**src/rtl/pll_calc_pkg.sv**
```systemverilog
package pll_calc_pkg;

  // Field placement in the divider control words (decoded by neighbours)
  localparam int CW      = 32;
  localparam int M_LSB   = 12;
  localparam int M_W     = 10;
  localparam int P_LSB   = 4;
  localparam int P_W     = 6;
  localparam int S_LSB   = 0;
  localparam int S_W     = 3;
  localparam int K_W     = 16;
  localparam int FRAC_SH = 16;

  // Signed multiplier term width and divisor width
  localparam int TERM_W  = M_W + FRAC_SH + 1;
  localparam int DEN_W   = P_W + FRAC_SH + (1 << S_W) - 1;

  function automatic logic [M_W-1:0] get_mult(input logic [CW-1:0] w);
    return w[M_LSB +: M_W];
  endfunction

  function automatic logic [P_W-1:0] get_prediv(input logic [CW-1:0] w);
    return w[P_LSB +: P_W];
  endfunction

  function automatic logic [S_W-1:0] get_postexp(input logic [CW-1:0] w);
    return w[S_LSB +: S_W];
  endfunction

  function automatic logic [K_W-1:0] get_frac(input logic [CW-1:0] w);
    return w[K_W-1:0];
  endfunction

  // Feedback term: M (integer) or M*2^16 + signed K (fractional)
  function automatic logic signed [TERM_W-1:0] mult_term(
      input logic [M_W-1:0] m, input logic [K_W-1:0] k, input logic frac);
    logic signed [TERM_W-1:0] mt;
    logic signed [TERM_W-1:0] kt;
    mt = $signed(TERM_W'(m));
    kt = $signed({{(TERM_W-K_W){k[K_W-1]}}, k});
    if (frac) return (mt <<< FRAC_SH) + kt;
    return mt;
  endfunction

  // Divisor: P (or P*2^16) shifted left by S
  function automatic logic [DEN_W-1:0] divisor_of(
      input logic [P_W-1:0] p, input logic [S_W-1:0] s, input logic frac);
    logic [DEN_W-1:0] b;
    b = DEN_W'(p);
    if (frac) b = b << FRAC_SH;
    return b << s;
  endfunction

endpackage

```
**src/rtl/pll_field_decode.sv**
```systemverilog
module pll_field_decode
  import pll_calc_pkg::*;
#(
  parameter int FIN_W = 32,
  parameter int Q_W   = 64
) (
  input  logic [FIN_W-1:0] fin,
  input  logic [CW-1:0]    word0,
  input  logic [CW-1:0]    word1,
  input  logic             frac,
  output logic [Q_W-1:0]   numer,
  output logic [DEN_W-1:0] denom,
  output logic             pdiv_zero,
  output logic             term_neg
);
  logic [M_W-1:0]           m_f;
  logic [P_W-1:0]           p_f;
  logic [S_W-1:0]           s_f;
  logic [K_W-1:0]           k_f;
  logic signed [TERM_W-1:0] term;
  logic [TERM_W-2:0]        mag;
  logic                     unused_bits;

  always_comb begin
    m_f   = get_mult(word0);
    p_f   = get_prediv(word0);
    s_f   = get_postexp(word0);
    k_f   = get_frac(word1);
    term  = mult_term(m_f, k_f, frac);
    mag   = term[TERM_W-2:0];
    term_neg  = term[TERM_W-1];
    pdiv_zero = (p_f == '0);
    numer = term_neg ? '0 : Q_W'(fin) * Q_W'(mag);
    denom = divisor_of(p_f, s_f, frac);
  end

  assign unused_bits = ^{word0[CW-1:M_LSB+M_W], word0[M_LSB-1:P_LSB+P_W],
                         word0[P_LSB-1:S_LSB+S_W], word1[CW-1:K_W]};

endmodule

```
**src/rtl/pll_seq_divider.sv**
```systemverilog
module pll_seq_divider #(
  parameter int Q_W   = 64,
  parameter int DEN_W = 29
) (
  input  logic             clk,
  input  logic             rst_n,
  input  logic             load,
  input  logic [Q_W-1:0]   dividend,
  input  logic [DEN_W-1:0] divisor,
  output logic             busy,
  output logic             last_step,
  output logic [Q_W-1:0]   q_next
);
  localparam int CNT_W = $clog2(Q_W);

  logic [Q_W-1:0]   dq;
  logic [DEN_W-1:0] rem;
  logic [DEN_W-1:0] dv;
  logic [CNT_W-1:0] cnt;
  logic [DEN_W:0]   trial;
  logic             qbit;
  logic [DEN_W-1:0] rem_nxt;

  always_comb begin
    trial   = {rem, dq[Q_W-1]};
    qbit    = (trial >= {1'b0, dv});
    rem_nxt = qbit ? DEN_W'(trial - {1'b0, dv}) : trial[DEN_W-1:0];
    q_next  = {dq[Q_W-2:0], qbit};
    last_step = busy && (cnt == CNT_W'(Q_W-1));
  end

  always_ff @(posedge clk or negedge rst_n) begin
    if (!rst_n) begin
      dq   <= '0;
      rem  <= '0;
      dv   <= '0;
      cnt  <= '0;
      busy <= 1'b0;
    end else if (load) begin
      dq   <= dividend;
      rem  <= '0;
      dv   <= divisor;
      cnt  <= '0;
      busy <= 1'b1;
    end else if (busy) begin
      dq   <= q_next;
      rem  <= rem_nxt;
      cnt  <= cnt + 1'b1;
      if (last_step) busy <= 1'b0;
    end
  end

endmodule

```
**src/rtl/pll_rate_calc.sv**
```systemverilog
module pll_rate_calc
  import pll_calc_pkg::*;
#(
  parameter int FIN_W = 32,
  parameter int Q_W   = 64
) (
  input  logic             clk,
  input  logic             rst_n,
  input  logic             start,
  input  logic             frac_mode,
  input  logic [FIN_W-1:0] fin,
  input  logic [31:0]      div_word0,
  input  logic [31:0]      div_word1,
  output logic             busy,
  output logic             done,
  output logic             err_pdiv,
  output logic [Q_W-1:0]   rate
);
  logic [Q_W-1:0]   numer;
  logic [DEN_W-1:0] denom;
  logic             pdiv_zero;
  logic             term_neg;
  logic             accept;
  logic             short_path;
  logic             load;
  logic             last_step;
  logic [Q_W-1:0]   q_next;

  pll_field_decode #(.FIN_W(FIN_W), .Q_W(Q_W)) u_dec (
    .fin(fin), .word0(div_word0), .word1(div_word1), .frac(frac_mode),
    .numer(numer), .denom(denom), .pdiv_zero(pdiv_zero), .term_neg(term_neg)
  );

  assign accept     = start && !busy;
  assign short_path = accept && (pdiv_zero || term_neg);
  assign load       = accept && !(pdiv_zero || term_neg);

  pll_seq_divider #(.Q_W(Q_W), .DEN_W(DEN_W)) u_div (
    .clk(clk), .rst_n(rst_n), .load(load), .dividend(numer), .divisor(denom),
    .busy(busy), .last_step(last_step), .q_next(q_next)
  );

  always_ff @(posedge clk or negedge rst_n) begin
    if (!rst_n) begin
      done     <= 1'b0;
      err_pdiv <= 1'b0;
      rate     <= '0;
    end else begin
      done <= 1'b0;
      if (short_path) begin
        done     <= 1'b1;
        rate     <= '0;
        err_pdiv <= pdiv_zero;
      end else if (load) begin
        err_pdiv <= 1'b0;
      end else if (last_step) begin
        done <= 1'b1;
        rate <= q_next;
      end
    end
  end

endmodule

```
**config.mk**
```make
export PLATFORM = sky130hd
export DESIGN_NAME = pll_rate_calc
export DESIGN_NICKNAME = d
export VERILOG_FILES = /design/src/rtl/pll_calc_pkg.sv /design/src/rtl/pll_field_decode.sv /design/src/rtl/pll_seq_divider.sv /design/src/rtl/pll_rate_calc.sv
export SDC_FILE = /design/constraint.sdc
export NUM_CORES = 2
export LEC_CHECK = 0
export BUFFER_PORTS_ARGS = -buffer_cell sky130_fd_sc_hd__buf_4
export CAP_MARGIN = 30
export CORE_MARGIN = 3
export CORE_UTILIZATION = 50
export CTS_CLUSTER_SIZE = 20
export DETAILED_ROUTE_END_ITERATION = 10
export HOLD_SLACK_MARGIN = 0.08
export PLACE_DENSITY = 0.67
export SLEW_MARGIN = 20
export SYNTH_ARGS = -nofsm -noshare
export SYNTH_HDL_FRONTEND = slang
export SYNTH_SLANG_ARGS = --single-unit
```
**constraint.sdc**
```tcl
create_clock -name clk -period 8.85 [get_ports clk]
set_input_delay 1.77 -clock clk [delete_from_list [all_inputs] [get_ports clk]]
set_output_delay 1.77 -clock clk [all_outputs]
set_load 0.03 [all_outputs]
```
==> run summary <==
Status -> finished, violations left
Failing checks -> setup timing
Die X -> 277 um
Root buffer cell -> clkbuf_16
Synth cell types -> 80
Post-synthesis mux area share -> 1.70%
Worst path slowest cell -> fa_2
Overflow after GRT -> 0
WS Path Type -> input port to flip-flop
Xor/xnor cell area share of the yosys netlist -> 2.05%
Most frequent cells in the layout -> inv_1, fa_1, nand2_1
RSZ-0062 raised after global routing -> true
Nets -> 5347
DR WL/cell -> 19.7 um
Crit path max fanout -> 7
Crit path depth -> 32
WP buf/inv -> 3
Slew @ Worst Pin -> 0.758 ns
Number of DRC markers in iteration 0 -> 2151
Total GRT Usage -> 27.5%
First-pass GRT wire length -> 166 mm
Post-layout minimum cycle time -> 9.19 ns
Syn nets -> 5111
Port Buffers -> 137
Register area share after synthesis -> 13.1%
CTS H-tree depth -> 4
Core Area -> 0.0721 mm^2
Count of yosys warnings during synthesis -> 0
Final ANT Viol Nets -> 0
R2R setup slack -> 4.91 ns
Worst path most repeated cell -> fa_1
Vias -> 29200
Drt pass-1 iters -> 6
Layout Area Growth over Synthesis -> 15.3%
GR peak layer -> met2
# setup viols final -> 25
Final Hold Fails -> 0
RR Endpoint -> u_div.dv[19]
Mapped cell area -> 0.0367 mm^2
Clk pin slew, worst setup/hold paths -> 0.07 ns
Post-synth EDFFs -> 0
CTS tree -> built
Seq cells post-synth -> 192
Met2 usage -> 46.0%
CP arrival -> 9.49 ns
Num CTS Buffers -> 17
Ports -> 167
DRC -> 0
Mean post-synth cell area -> 9.05 um^2
Largest stage delay on the critical path -> 0.57 ns
Antenna violations before repair -> 4
Required time worst endpoint -> 9.15 ns
Initial Util -> 50.9%
Die area -> 0.0767 mm^2
Pin count of the biggest net entering global routing -> 116
WL final -> 104 mm
Gpl congestion -> 0.906
Skew-Pair Late Insertion Delay -> 0.44 ns
Setup crit start kind -> input port
Cell count after synthesis -> 4057
M1 GR Usage -> 35.9%
M3 GR Usage -> 4.85%
Clock buffer depth -> 2
Die span in y -> 277 um
Compound-Gate Fraction of Synth Area -> 9.33%
Final Skew -> 0.0113 ns
Post-Synth Adder-Cell Area -> 47.2%
Layout cells sized above 1 -> 15.6%
Cell row count -> 98
Storage element area -> 0.00481 mm^2
Reg2reg path depth -> 9
Vias in the first global route -> 30600
Sink Count -> 192
CP Capture Type -> flip-flop
Detail-routed via count per cell -> 5.56
Min-delay src -> u_div.dv[10]
Family with the most delay on the worst path -> adder cells
Dpl hpwl -> 81.0 mm
Fmax -> 109 MHz
Period Utilization, post-route -> 104%
Simple-gate share of the synthesized area -> 15.8%
Top FF cell, synth -> dfrtp_1
Filler cell count in the final layout -> 6290
Launch point of the worst reg-to-reg path -> u_div.busy
Commonest non-fill, non-tap cell in the layout -> inv_1
Worst hold slack -> 0.484 ns
Worst Hold Depth -> 2
Slew margin rel. -> 49.4%
Worst Slack Setup Final -> -0.335 ns
Worst hold path class -> flip-flop to flip-flop
Slew Limit Fails -> 0
Max-cap viol count -> 0
Synth async-reset ratio -> 100%
Multi-input logic area -> 0.0287 mm^2
Largest family of logic cells by synthesized area -> adder cells
Worst Hold End -> u_div.dv[10]
synthesized netlist by cell type, types with 77 or more instances:
master    count  area share, %
a21oi_1     100            1.4
and2_1       80            1.4
and3_1      131            2.2
clkbuf_1    220            2.2
dfrtp_1     192             13
fa_1        720             39
ha_1        234            8.0
inv_1       797            8.1
nand2_1     677            6.9
nor2_1       77           0.79
nor2b_1     106            1.8
o21ai_0     101            1.4
worst reg2reg max path, cell delays in order, from the launching register on:
cell     delay, ns
dfrtp_4       0.70
inv_1         0.11
buf_4         0.36
nand2_1       0.21
or4_1         0.52
mux2i_2       0.34
or2_2         0.68
buf_4         0.58
nor2_1        0.11
a31o_2        0.23
area by class of cell:
class / count / share of cell area [%]
Antenna cell: 3 / 0.0177
Tap cell: 950 / 2.81
Timing Repair Buffer: 464 / 9.38
Multi-Input combinational cell: 2821 / 67.9
Inverter: 797 / 7.07
Sequential cell: 192 / 11.4
Clock buffer: 18 / 1.04
Clock inverter: 14 / 0.473
state kept, by name, summed over array words and instances (netlist names):
name / count
rate: 64
u_div.dq: 64
u_div.rem: 29
u_div.dv: 26
u_div.cnt: 6
done: 1
err_pdiv: 1
u_div.busy: 1
logic make-up after synthesis:
family | after synthesis
AND/OR/NAND/NOR | 1223
buffers and inverters | 1045
adder cells (fa/ha/maj) | 954
AO/OA/AOI/OAI | 497
flip-flops | 192
XOR/XNOR | 86
multiplexers | 60
worst max-delay path by stage:
stage          slack, ns            to          start
2_1_floorplan      -0.18  u_div.dq[52]  div_word0[13]
3_3_place_gp       -0.89  u_div.dq[52]  div_word1[15]
3_5_place_dp       -0.93  u_div.dq[52]  div_word1[15]
4_1_cts            -0.24  u_div.dq[43]  div_word0[13]
5_1_grt            -0.56  u_div.dq[46]  div_word0[13]
6_report           -0.34  u_div.dq[56]  div_word0[13]
per-stage QoR:
stage	worst slack, ns	instance area [um^2]	util, %	instances	setup TNS [ns]
floorplan	-0.183	36900	-	4057	-0.762
global placement	-0.887	40600	56.4	5189	-20.26
detailed placement	-0.928	40700	56.4	5190	-22.40
CTS	-0.243	42000	58.2	5241	-3.03
global route	-0.563	42300	58.7	5256	-10.47
finish	-0.335	42300	58.7	5259	-5.12
metal layers:
layer	vias to the layer above	share of wire, %
li1	13100	-
met1	14900	40
met2	1015	49
met3	202	7.3
met4	0	4.0
met5	-	0
timing repair:
action | CTS | global route
resized for setup | 110 | 66
pin swaps | 44 | 51
hold buffers | 0 | 0
cloned | 2 | 0
buffers inserted | 18 | 15
setup endpoints to repair | 25 | 31
Power is left out: the tool's default activity adds up to more than one toggle a clock period on the data nets, which glitch-free logic cannot reach.
